--- src/rtl/slv_pkg.sv ---
package slv_pkg;

  typedef enum logic [2:0] {
    SM_OFF     = 3'd0,
    SM_ENC_A   = 3'd1,
    SM_ENC_B   = 3'd2,
    SM_ENC_AB  = 3'd3,
    SM_RESET   = 3'd4,
    SM_GATED   = 3'd5,
    SM_TRIGGER = 3'd6,
    SM_EXTCLK  = 3'd7
  } slv_mode_e;

  localparam int SW_W   = 7;
  localparam int SW_UPD = 0;
  localparam int SW_TRG = 6;

  // Direction for a step caused by a change of channel 1.
  function automatic logic enc_up_on_a(input logic a, input logic b);
    return a ^ b;
  endfunction

  // Direction for a step caused by a change of channel 2.
  function automatic logic enc_up_on_b(input logic a, input logic b);
    return ~(a ^ b);
  endfunction

  function automatic logic is_encoder(input slv_mode_e m);
    return (m == SM_ENC_A) || (m == SM_ENC_B) || (m == SM_ENC_AB);
  endfunction

endpackage

--- src/rtl/slv_edge_det.sv ---
module slv_edge_det #(
  parameter int N = 3
) (
  input  logic         clk,
  input  logic         rst_n,
  input  logic [N-1:0] din,
  output logic [N-1:0] chg
);
  logic [N-1:0] din_q;

  for (genvar i = 0; i < N; i++) begin : g_bit
    always_ff @(posedge clk or negedge rst_n) begin
      if (!rst_n) din_q[i] <= 1'b0;
      else        din_q[i] <= din[i];
    end
    assign chg[i] = din[i] ^ din_q[i];
  end
endmodule

--- src/rtl/slv_quad_dec.sv ---
module slv_quad_dec
  import slv_pkg::*;
(
  input  slv_mode_e mode,
  input  logic      ch_a,
  input  logic      ch_b,
  input  logic      chg_a,
  input  logic      chg_b,
  output logic      step,
  output logic      up
);
  always_comb begin
    step = 1'b0;
    up   = 1'b1;
    case (mode)
      SM_ENC_A: begin
        step = chg_a;
        up   = enc_up_on_a(ch_a, ch_b);
      end
      SM_ENC_B: begin
        step = chg_b;
        up   = enc_up_on_b(ch_a, ch_b);
      end
      SM_ENC_AB: begin
        step = chg_a ^ chg_b;
        up   = chg_a ? enc_up_on_a(ch_a, ch_b) : enc_up_on_b(ch_a, ch_b);
      end
      default: begin
        step = 1'b0;
        up   = 1'b1;
      end
    endcase
  end
endmodule

--- src/rtl/slv_slave_ctrl.sv ---
module slv_slave_ctrl
  import slv_pkg::*;
(
  input  logic      clk,
  input  logic      rst_n,
  input  slv_mode_e mode,
  input  logic      tick,
  input  logic      en,
  input  logic      trig_lvl,
  input  logic      trig_rise,
  input  logic      both_edge,
  input  logic      sw_trg,
  input  logic      enc_step,
  output logic      cnt_step,
  output logic      reinit,
  output logic      illegal
);
  logic start_q;

  assign illegal = (mode == SM_GATED) && both_edge;

  always_ff @(posedge clk or negedge rst_n) begin
    if (!rst_n)                      start_q <= 1'b0;
    else if (mode != SM_TRIGGER)     start_q <= 1'b0;
    else if (trig_rise || sw_trg)    start_q <= 1'b1;
  end

  always_comb begin
    cnt_step = 1'b0;
    reinit   = 1'b0;
    case (mode)
      SM_OFF:     cnt_step = en & tick;
      SM_ENC_A,
      SM_ENC_B,
      SM_ENC_AB:  cnt_step = en & enc_step;
      SM_RESET: begin
        reinit   = trig_rise;
        cnt_step = en & tick & ~trig_rise;
      end
      SM_GATED:   cnt_step = en & tick & trig_lvl & ~illegal;
      SM_TRIGGER: cnt_step = (en | start_q) & tick;
      SM_EXTCLK:  cnt_step = en & trig_rise;
      default:    cnt_step = 1'b0;
    endcase
  end
endmodule

--- src/rtl/slv_counter.sv ---
module slv_counter #(
  parameter int CNT_W = 16
) (
  input  logic             clk,
  input  logic             rst_n,
  input  logic             step,
  input  logic             down,
  input  logic             reinit,
  input  logic [CNT_W-1:0] arr,
  output logic [CNT_W-1:0] count,
  output logic             upd_evt
);
  localparam logic [CNT_W-1:0] ZERO = '0;
  localparam logic [CNT_W-1:0] ONE  = {{(CNT_W-1){1'b0}}, 1'b1};

  function automatic logic wraps(input logic [CNT_W-1:0] c,
                                 input logic [CNT_W-1:0] r, input logic dn);
    return dn ? (c == ZERO) : (c >= r);
  endfunction

  function automatic logic [CNT_W-1:0] advance(input logic [CNT_W-1:0] c,
                                               input logic [CNT_W-1:0] r,
                                               input logic dn);
    if (dn) return (c == ZERO) ? r : c - ONE;
    return (c >= r) ? ZERO : c + ONE;
  endfunction

  always_ff @(posedge clk or negedge rst_n) begin
    if (!rst_n) begin
      count   <= ZERO;
      upd_evt <= 1'b0;
    end else if (reinit) begin
      count   <= ZERO;
      upd_evt <= 1'b1;
    end else if (step) begin
      count   <= advance(count, arr, down);
      upd_evt <= wraps(count, arr, down);
    end else begin
      upd_evt <= 1'b0;
    end
  end
endmodule

--- src/rtl/slave_timer_core.sv ---
module slave_timer_core
  import slv_pkg::*;
#(
  parameter int CNT_W = 16
) (
  input  logic             clk,
  input  logic             rst_n,
  input  logic             tick,
  input  logic             ch1_in,
  input  logic             ch2_in,
  input  logic             trig_in,
  input  logic             trig_both_edge,
  input  logic             cnt_en,
  input  logic [2:0]       slave_mode,
  input  logic [CNT_W-1:0] reload_val,
  input  logic [SW_W-1:0]  sw_evt,
  output logic [CNT_W-1:0] count,
  output logic             dir_down,
  output logic             upd_evt,
  output logic             trig_evt,
  output logic             cfg_illegal
);
  slv_mode_e  mode;
  logic [2:0] chg;
  logic       trig_rise;
  logic       enc_step, enc_up;
  logic       ctr_step, ctl_reinit, ctr_reinit, ctr_down, enc_mode;
  logic       sw_cc_unused;

  assign mode         = slv_mode_e'(slave_mode);
  assign sw_cc_unused = ^sw_evt[5:1];

  slv_edge_det #(.N(3)) u_edge (
    .clk  (clk),
    .rst_n(rst_n),
    .din  ({trig_in, ch2_in, ch1_in}),
    .chg  (chg)
  );

  assign trig_rise = chg[2] & trig_in;

  slv_quad_dec u_quad (
    .mode (mode),
    .ch_a (ch1_in),
    .ch_b (ch2_in),
    .chg_a(chg[0]),
    .chg_b(chg[1]),
    .step (enc_step),
    .up   (enc_up)
  );

  slv_slave_ctrl u_ctrl (
    .clk      (clk),
    .rst_n    (rst_n),
    .mode     (mode),
    .tick     (tick),
    .en       (cnt_en),
    .trig_lvl (trig_in),
    .trig_rise(trig_rise),
    .both_edge(trig_both_edge),
    .sw_trg   (sw_evt[SW_TRG]),
    .enc_step (enc_step),
    .cnt_step (ctr_step),
    .reinit   (ctl_reinit),
    .illegal  (cfg_illegal)
  );

  assign enc_mode   = is_encoder(mode);
  assign ctr_down   = enc_mode & ~enc_up;
  assign ctr_reinit = ctl_reinit | sw_evt[SW_UPD];

  slv_counter #(.CNT_W(CNT_W)) u_cnt (
    .clk    (clk),
    .rst_n  (rst_n),
    .step   (ctr_step),
    .down   (ctr_down),
    .reinit (ctr_reinit),
    .arr    (reload_val),
    .count  (count),
    .upd_evt(upd_evt)
  );

  always_ff @(posedge clk or negedge rst_n) begin
    if (!rst_n) begin
      dir_down <= 1'b0;
      trig_evt <= 1'b0;
    end else begin
      if (!enc_mode)     dir_down <= 1'b0;
      else if (ctr_step) dir_down <= ctr_down;
      trig_evt <= sw_evt[SW_TRG] | (trig_rise & slave_mode[2]);
    end
  end
endmodule

--- config.mk ---
export PLATFORM = sky130hd
export DESIGN_NAME = slave_timer_core
export DESIGN_NICKNAME = d
export VERILOG_FILES = /design/src/rtl/slv_pkg.sv /design/src/rtl/slv_edge_det.sv /design/src/rtl/slv_quad_dec.sv /design/src/rtl/slv_slave_ctrl.sv /design/src/rtl/slv_counter.sv /design/src/rtl/slave_timer_core.sv
export SDC_FILE = /design/constraint.sdc
export NUM_CORES = 1
export LEC_CHECK = 0
export ABC_AREA = 0
export BUFFER_PORTS_ARGS = -buffer_cell sky130_fd_sc_hd__buf_2
export CORE_MARGIN = 2
export CORE_UTILIZATION = 60
export DETAILED_ROUTE_END_ITERATION = 16
export PLACE_DENSITY_LB_ADDON = 0.15
export SETUP_SLACK_MARGIN = 0.3
export SYNTH_ARGS = -nofsm -noshare
export SYNTH_HDL_FRONTEND = slang
export SYNTH_HIERARCHICAL = 1
export SYNTH_SLANG_ARGS = --single-unit
--- constraint.sdc ---
create_clock -name clk -period 6.2 [get_ports clk]
set_input_delay 0.31 -clock clk [delete_from_list [all_inputs] [get_ports clk]]
set_output_delay 0.31 -clock clk [all_outputs]
set_load 0.01 [all_outputs]
==> key figures, run 1 <==
Synthesis
  – EDFF count, synth: 0
  – Synth async-reset ratio: 100%
  – Main synth FF type: dfrtp_1
  – Syn_nets: 368
  – Gate Count Post-Synth: 315
  – Synth warnings: 6
  – Syn_area_per_cell: 7.99 sq um
  – Post-Syn Area: 2520 sq um
  – Distinct cells, synth: 63
  – Register area share after synthesis: 22.9%
  – Register bit total from synthesis: 23

Power and ir drop
  – Peak supply drop: 0.0832 mV
  – Static leakage: 1.34 nW
  – Pwr Total: 467 uW
  – Power Dens Cells: 167 nW/um^2

Worst setup path
  – Cell mode on critical path: nor2_1
  – Largest delay contributor family on the critical path: compound AO/OA/AOI/OAI gates
  – Setup crit start kind: flop
  – Reg2reg setup slack: 2690 ps
  – CP Cell Sequence: xor2_1 > nand2_1 > xnor2_1 > nor2_1 > nand3b_1 > nand3_1 > a221o_1 > inv_1 > nor2_1 > o221ai_1 > o32ai_1 > o2bb2ai_1
  – WP data arrival: 3720 ps
  – Slowest cell on the critical path: a221o_1
  – CP Buf/Inv Count: 1
  – Critical path class: reg2reg
  – Max incr delay on CP: 720 ps
  – Crit Path Max Fanout: 25
  – CP endpoint kind: flop
  – Worst Path Required: 6400 ps

Place
  – Number of port buffers: 48
  – Post-DP HPWL: 4860 um
  – Placer Congestion: 0.872

CTS
  – Sink Count: 23
  – Maximum root-to-sink buffer count: 2
  – Clock buffer count from CTS: 3
  – CTS tree: built
  – Skew-Pair Late Insertion Delay: 270 ps
  – Post-CTS Resized: 0
  – Cts hold-fix bufs: 0
  – Clk slew on worst S/H paths: 100 ps
  – Htree depth: 1
  – Post-CTS Setup Inserts: 0
  – Root Buffer: clkbuf_8

Routing
  – Drt total wl: 6640 um
  – Via Count: 2538
  – Via/cell ratio: 6.28
  – Final ANT Viol Nets: 0
  – First-pass DRT Iterations: 5
  – DRC: 0
  – 1st-iter DRT viols: 206
  – Wire per inst: 16.4 um

Die
  – Core area: 4030 sq um
  – IO Pins: 54
  – Initial Utilization: 62.5%
  – Chip Height: 68.8 um
  – Die extent in x: 68.8 um
  – Die footprint: 4730 sq um
  – Core Rows: 23

STA
  – Setup TNS: 0 ps
  – Setup Skew: 8.04 ps
  – Final period util: 56.7%
  – Actual slew at the worst max-slew pin: 1120 ps
  – Final setup viols: 0
  – Max-slew headroom: 25.4%
  – Fin crit period: 3510 ps
  – Highest Clock Rate: 285 MHz
  – Max Slew Vio Count: 0
  – Fin. Hold Viols: 0
  – RSZ-0062 raised after global routing: no

Global route
  – First-pass GRT wire length: 10300 um
  – Vias in the first global route: 2160
  – Initial antenna violation count: 0
  – GRT Util Overall: 29.0%
  – GRT Residual Overflow: 0
  – Largest net degree at the start of global routing: 32

Outcome
  – Outcome: complete, no violations

Cells and area
  – Syn-to-layout area delta: 11.1%
  – Footprint of the multi-input gates: 1750 sq um
  – Sequential cell area: 576 sq um
  – Share of post-route cells with drive strength above 1: 20.9%
  – # diodes: 0
  – Nets@finish: 408
  – Fill cells: 349

Min path
  – Worst hold path class: in2async

Run
  – Max_cap viols: 0
==> worst reg2reg max path: cells and delay by family, from the launching register on <==
| family | cells | cell delay (ps) |
|---|---|---|
| AO/OA/AOI/OAI | 4 | 1460 |
| XOR/XNOR | 2 | 340 |
| buffers and inverters | 1 | 220 |
| flip-flops | 1 | 380 |
| AND/OR/NAND/NOR | 5 | 1060 |
==> final timing paths <==
kind                            startpoint              end  cells after the start
hold / removal                       rst_n   u_cnt/count[9]                      1
hold reg to reg             u_ctrl/start_q   u_ctrl/start_q                      2
setup / recovery           u_edge/din_q[0]   u_cnt/count[5]                     12
max in group asynchronous            rst_n  u_cnt/count[15]                      1
setup reg to reg           u_edge/din_q[0]   u_cnt/count[5]                     12
min in group clk                    ch1_in  u_edge/din_q[0]                      1
==> where the power goes <==
group          switching, mW  internal, mW  total (mW)  leakage [nW]
sequential            0.0131         0.156       0.169         0.308
clock                 0.0551        0.0450       0.100        0.0255
combinational          0.121        0.0765       0.197          1.01
total                  0.189         0.277       0.467          1.34
==> registers in the layout, indices dropped and copies added (netlist names) <==
name / count
u_edge/din_q: 3
u_cnt/upd_evt: 1
trig_evt: 1
dir_down: 1
u_ctrl/start_q: 1
u_cnt/count: 16
==> cell type report <==
cell class | count | share of cell area, %
multi-input combinational | 250 | 62.7
tap | 50 | 2.24
sequential | 23 | 20.6
clock buffer | 3 | 1.48
clock inverter | 1 | 0.179
inverter | 26 | 3.49
timing repair buffer | 51 | 9.39
==> cells in the mapped netlist (3+ instances only) <==
library cell  number  area [sq um]
nand2_1           31           116
inv_1             26          97.6
dfrtp_1           23           576
nor2_1            23          86.3
ha_1              19           238
a21oi_1           17          85.1
nand3_1           15          75.1
o21ai_0           15          75.1
a31oi_1            9          56.3
nand4_1            9          56.3
nor3_1             8          40.0
xor2_1             8          70.1
buf_2              7          35.0
nand2b_1           6          37.5
nor2b_1            6          37.5
xnor2_1            6          52.6
clkbuf_1           5          18.8
a211oi_1           4          30.0
a21o_1             4          30.0
and3_1             4          25.0
nand3b_1           4          30.0
nand4b_1           3          26.3
nor3b_1            3          22.5
nor4_4             3          63.8
nor4b_2            3          45.0
o211ai_1           3          22.5
o21a_1             3          22.5
o32ai_1            3          26.3
==> layer usage <==
layer	wire length, um	track usage [%]	share of wire (%)
met5	0	0	0
met4	68	9.31	1.0
met3	493	2.11	7.4
met1	2950	40.6	45
met2	3120	47.4	47
==> cell families after synthesis <==
logic type	count (synthesis)	share of synthesized area [%]
simple gates	131	31.5
buf+inv	42	7.50
flops	23	22.9
mux	2	0.795
xor+xnor	14	4.87
compound gates	84	23.1
fa+ha+maj	19	9.44
==> through the flow <==
stage          utilization, %  instance area, sq um  hold WS (ps)  worst slack, ps  instances
4_1_cts                  69.4                  2800          35.3             2780        404
3_5_place_dp             68.3                  2750           335             2730        400
5_1_grt                  69.4                  2800          59.2             2360        404
2_1_floorplan               -                  2520          14.4             3820        315
6_report                 69.4                  2800          14.5             2690        404
3_3_place_gp             68.3                  2750           329             2810        400
==> placed cells by master, fill, tap and decap left out, types with 6 or more instances in the layout <==
cell type	count
a21oi_1	17
a31oi_1	9
buf_2	48
dfrtp_1	23
ha_1	19
inv_1	26
nand2_1	31
nand2b_1	6
nand3_1	15
nand4_1	9
nor2_1	23
nor2b_1	6
nor3_1	8
o21ai_0	15
xnor2_1	6
xor2_1	8
No activity file was read; power rests on OpenSTA's default activity.
==> inputs of run 2 (changes only) <==
CORE_UTILIZATION = 50   (was 60)
clock period = 3.05 ns   (was 6.2 ns; I/O delays follow)
==> key figures, run 2 (synthesis results as in run 1) <==
Global route
  – GRT Residual Overflow: 0
  – Initial antenna violation count: 0
  – Vias in the first global route: 2188
  – First-pass GRT wire length: 10400 um
  – GRT Util Overall: 24.2%
  – Largest net degree at the start of global routing: 27

Cells and area
  – Max reg flops: 16
  – Footprint of the multi-input gates: 1770 sq um
  – Register with the most flip-flops: u_cnt/count
  – # diodes: 0
  – Most frequent cells in the layout: buf_2 (48), nand2_1 (31), inv_1 (26)
  – Sequential cell area: 576 sq um
  – Share of post-route cells with drive strength above 1: 24.6%
  – Largest registers: u_cnt/count x16, u_edge/din_q x3
  – Nets@finish: 424
  – Commonest non-fill, non-tap cell in the layout: buf_2
  – Fill cells: 440
  – Syn-to-layout area delta: 17.6%

Worst setup path
  – CP endpoint kind: flop
  – Worst Path Required: 3230 ps
  – WP data arrival: 2760 ps
  – Crit Path Max Fanout: 9
  – Max incr delay on CP: 500 ps
  – CP Cell Sequence: inv_1 > ha_1 > and3_1 > o21ai_1 > a311oi_2 > nor4b_4 > buf_4 > a21oi_1 > o32ai_1
  – Reg2reg setup slack: 470 ps
  – Slowest cell on the critical path: dfrtp_1
  – Setup crit start kind: flop
  – Critical path class: reg2reg

STA
  – Max-slew headroom: 60.9%
  – Actual slew at the worst max-slew pin: 586 ps
  – Fin. Hold Viols: 0
  – Max Slew Vio Count: 0
  – Setup TNS: 0 ps
  – Highest Clock Rate: 387 MHz
  – RSZ-0062 raised after global routing: yes
  – Final period util: 84.6%
  – Final setup viols: 0
  – Setup Skew: 8.79 ps
  – Fin crit period: 2580 ps

Place
  – Post-DP HPWL: 5060 um
  – Placer Congestion: 0.891
  – Number of port buffers: 48

Power and ir drop
  – Pwr Total: 973 uW
  – Peak supply drop: 0.213 mV
  – Static leakage: 1.44 nW
  – Power Dens Cells: 329 nW/um^2

Routing
  – Wire per inst: 15.5 um
  – Via Count: 2545
  – Via/cell ratio: 5.82
  – Final ANT Viol Nets: 0
  – 1st-iter DRT viols: 177
  – First-pass DRT Iterations: 5
  – DRC: 0
  – Drt total wl: 6780 um

Die
  – Die extent in x: 75.0 um
  – Core Rows: 25
  – Chip Height: 75.0 um
  – Initial Utilization: 52.6%
  – IO Pins: 54
  – Core area: 4790 sq um
  – Die footprint: 5620 sq um

CTS
  – CTS tree: built
  – Sink Count: 23
  – Clk slew on worst S/H paths: 100 ps
  – Htree depth: 1
  – Maximum root-to-sink buffer count: 2
  – Root Buffer: clkbuf_8
  – Skew-Pair Late Insertion Delay: 280 ps
  – Clock buffer count from CTS: 3

Min path
  – Worst hold path class: in2reg

Run
  – Max_cap viols: 0

Outcome
  – Outcome: complete, no violations
[run 2: layout make-up]
type	instances	share of cell area, %
multi-input cells	250	59.8
flip-flops and latches	23	19.4
repair buffers	67	13.0
inverters	26	3.30
well taps	67	2.83
clock buffers	3	1.39
clock inverters	1	0.169
[run 2: repair_timing]
action | CTS | global route
buffers inserted | 0 | 0
hold buffers | 1 | 0
resized for setup | 1 | 3
endpoints found under the hold margin | 23 | 0
setup endpoints to repair | 1 | 7
[run 2: stage by stage]
stage                     utilization (%)  instances  instance area (sq um)  hold slack (ps)  setup WS, ps
final                                61.9        437                   2960             30.1           469
after global routing                 61.9        437                   2960             30.4           281
after CTS                            61.5        437                   2940             30.2           312
after global placement               60.3        432                   2890              174           361
after detailed placement             60.3        432                   2890              168           313
after floorplan                         -        315                   2520             -143           670
[run 2: where the power goes]
part | switching, mW | internal (mW)
Sequential | 0.0133 | 0.317
Clock | 0.112 | 0.0916
Combinational | 0.262 | 0.176
Total | 0.388 | 0.585
[run 2: worst paths after layout]
check                                from         endpoint  cells past startpoint
setup reg to reg           u_cnt/count[0]  u_cnt/count[10]                      9
setup / recovery           u_cnt/count[0]  u_cnt/count[10]                      9
max in group asynchronous           rst_n   u_cnt/count[1]                      2
min in group asynchronous           rst_n   u_cnt/count[9]                      2
hold / removal                     ch2_in  u_edge/din_q[1]                      1
hold reg to reg            u_ctrl/start_q   u_ctrl/start_q                      2
[run 2: critical path, delay by kind of cell, from the launching register on]
| kind | cells | cell delay (ps) |
|---|---|---|
| fa+ha+maj | 1 | 310 |
| buf+inv | 2 | 410 |
| simple gates | 2 | 640 |
| flops | 1 | 500 |
| compound gates | 4 | 630 |
[run 2: per-layer routing]
layer	up-vias	track usage, %	part of all wire, %
met4	0	8.13	1.8
met5	-	0	0
li1	1276	-	-
met2	83	37.2	45
met3	12	3.75	6.2
met1	1174	34.8	47
==> inputs of run 3 (changes only) <==
ABC_AREA = 1   (was 0)
CORE_UTILIZATION = 51   (was 50)
clock period = 2.3 ns   (was 3.05 ns; I/O delays follow)
==> key figures, run 3 <==
Outcome
  – Outcome: complete, no violations

CTS
  – Clock buffer count from CTS: 3
  – Root Buffer: clkbuf_8
  – Htree depth: 1
  – Clk slew on worst S/H paths: 100 ps
  – CTS tree: built
  – Skew-Pair Late Insertion Delay: 270 ps
  – Sink Count: 23
  – Maximum root-to-sink buffer count: 2

Cells and area
  – Most frequent cells in the layout: nand2_1 (172), inv_1 (54), nand3_1 (51)
  – Syn-to-layout area delta: 20.3%
  – Nets@finish: 608
  – Commonest non-fill, non-tap cell in the layout: nand2_1
  – # diodes: 0
  – Max reg flops: 16
  – Share of post-route cells with drive strength above 1: 25.1%
  – Fin util: 63.0%
  – Largest registers: u_cnt/count x16, u_edge/din_q x3
  – Non-filler cells in the finished layout: 626
  – Register with the most flip-flops: u_cnt/count

Routing
  – DRC: 0
  – Wire per inst: 12.7 um
  – 1st-iter DRT viols: 357
  – Via/cell ratio: 5.09
  – Final ANT Viol Nets: 0
  – First-pass DRT Iterations: 4
  – Via Count: 3189
  – Drt total wl: 7950 um

Synthesis
  – Register area share after synthesis: 20.1%
  – Syn_nets: 540
  – Synth warnings: 6
  – Post-Syn Area: 2870 sq um
  – Syn_area_per_cell: 5.89 sq um
  – Gate Count Post-Synth: 487
  – Dominant cells by area after synthesis: nand2_1 (23%), dfrtp_1 (20%), nand3_1 (9.1%)
  – Main synth FF type: dfrtp_1
  – Count leader, synth: nand2_1
  – Synth cell count leaders: nand2_1 (176), inv_1 (55), nand3_1 (52)
  – Synth async-reset ratio: 100%
  – Synth area leader: nand2_1
  – EDFF count, synth: 0
  – Register bit total from synthesis: 23
  – Yosys top cell area share: 23.0%
  – Distinct cells, synth: 34

STA
  – Max Slew Vio Count: 0
  – Final period util: 82.2%
  – Setup Skew: 7.52 ps
  – RSZ-0062 raised after global routing: no
  – Max-slew headroom: 61.5%
  – Fin crit period: 1890 ps
  – Final setup viols: 0
  – Highest Clock Rate: 529 MHz
  – Fin. Hold Viols: 0
  – Setup TNS: 0 ps
  – WHS: 12.3 ps
  – Actual slew at the worst max-slew pin: 577 ps

Global route
  – Initial antenna violation count: 0
  – GRT Residual Overflow: 0
  – Largest net degree at the start of global routing: 24
  – GRT Util Overall: 26.4%
  – Vias in the first global route: 2976
  – First-pass GRT wire length: 13300 um

Worst setup path
  – Critical path class: in2reg
  – Worst r2r src: u_cnt/count[1]
  – Worst Path Required: 2470 ps
  – Crit path to: u_cnt/count[8]
  – Register-to-Register Path Depth: 13
  – CP endpoint kind: flop
  – Reg2reg setup slack: 430 ps
  – RR Endpoint: u_cnt/count[8]
  – Critical path launch point: trig_in
  – Setup crit start kind: primary input
  – Crit Path Max Fanout: 5
  – WP data arrival: 2060 ps

Die
  – Die footprint: 6240 sq um
  – Die extent in x: 79.0 um
  – Chip Height: 79.0 um
  – Core Rows: 27
  – Core area: 5470 sq um
  – IO Pins: 54
  – Initial Utilization: 52.4%

Place
  – Placed cell count: 613
  – Placer Congestion: 0.890
  – Post-DP HPWL: 6070 um
  – Number of port buffers: 48

Run
  – Max_cap viols: 0

Power and ir drop
  – Static leakage: 2.05 nW
  – Peak supply drop: 0.482 mV
  – Power Dens Cells: 580 nW/um^2
  – Pwr Total: 2.00 mW

Min path
  – Worst hold path class: in2reg
[run 3: changes by cell type in the layout (fill, tap and decap cells not counted), sizes merged, moves of 6 or more]
cell | before | now
buf | 66 | 76
a31oi | 9 | 0
nand4 | 10 | 4
nand3 | 15 | 52
inv | 26 | 69
nor2 | 23 | 53
o21ai | 16 | 22
nand2b | 6 | 0
nand2 | 32 | 186
nor2b | 6 | 0
[run 3: worst min-delay path by stage]
stage           start               to  slack, ps  depth (start not counted)
5_1_grt        ch1_in  u_edge/din_q[0]          8                          1
3_5_place_dp    rst_n   u_cnt/count[2]        150                          1
6_report       ch1_in  u_edge/din_q[0]         10                          1
4_1_cts        ch1_in  u_edge/din_q[0]          5                          1
2_1_floorplan   rst_n         dir_down       -180                          0
3_3_place_gp    rst_n   u_cnt/count[2]        150                          1
[run 3: what timing repair did]
| item | 4_1_cts | 5_1_grt |
|---|---|---|
| buffers inserted | 0 | 7 |
| hold buffers | 2 | 0 |
| endpoints found under the setup margin | 6 | 17 |
| endpoints found under the hold margin | 24 | 0 |
| pin swaps | 0 | 10 |
| resized for setup | 1 | 24 |
[run 3: critical path, stage by stage]
cell and delay [ps]:
dlygate4sd3_1 530, buf_2 140, inv_1 50, nand2_1 40, nand2_1 50, nand2_1 40, inv_1 80, nand2_1 100
nand2_1 90, nand2_1 50, nand2_1 70, nand3_2 110, nor2_2 170, nor2_4 70, inv_2 140, nor2_2 40
nand2_1 90, nand2_1 50
[run 3: metrics by stage]
step,worst slack (ps),area [sq um]
global placement,332,3270
detailed placement,264,3270
CTS,300,3330
floorplan,372,2870
finish,409,3450
global route,252,3450
[run 3: cell families (layout without fill, tap and decap cells)]
| family | after synthesis | after routing | share of synthesized area [%] |
|---|---|---|---|
| AOI/OAI and AO/OA | 42 | 42 | 8.03 |
| and+or+nand+nor | 304 | 304 | 46.9 |
| xor gates and xnor gates | 14 | 14 | 4.28 |
| adders and majority gates | 19 | 19 | 8.29 |
| buffers and inverters | 85 | 152 | 12.5 |
| DFF | 23 | 23 | 20.1 |
[run 3: area by class of cell]
| cell class | instances | area [sq um] |
|---|---|---|
| Fill cell | 561 | 2020 |
| Multi-Input combinational cell | 379 | 2000 |
| Sequential cell | 23 | 577 |
| Timing Repair Buffer | 78 | 478 |
| Inverter | 70 | 264 |
| Tap cell | 72 | 90.1 |
| Clock buffer | 4 | 45.0 |
[run 3: power by group]
part / switching [mW] / internal, mW / total [mW]
Sequential: 0.0360 / 0.440 / 0.476
Clock: 0.147 / 0.124 / 0.271
Combinational: 0.795 / 0.460 / 1.25
Total: 0.978 / 1.02 / 2.00
[run 3: routing by layer]
metal	up-vias	part of all wire (%)	routed length [um]	global-route usage, %
met2	94	50	3950	46.7
met4	0	0.77	61	5.17
met5	-	0	0	0
met1	1431	43	3430	34.2
li1	1658	-	-	-
met3	6	6.4	512	3.98
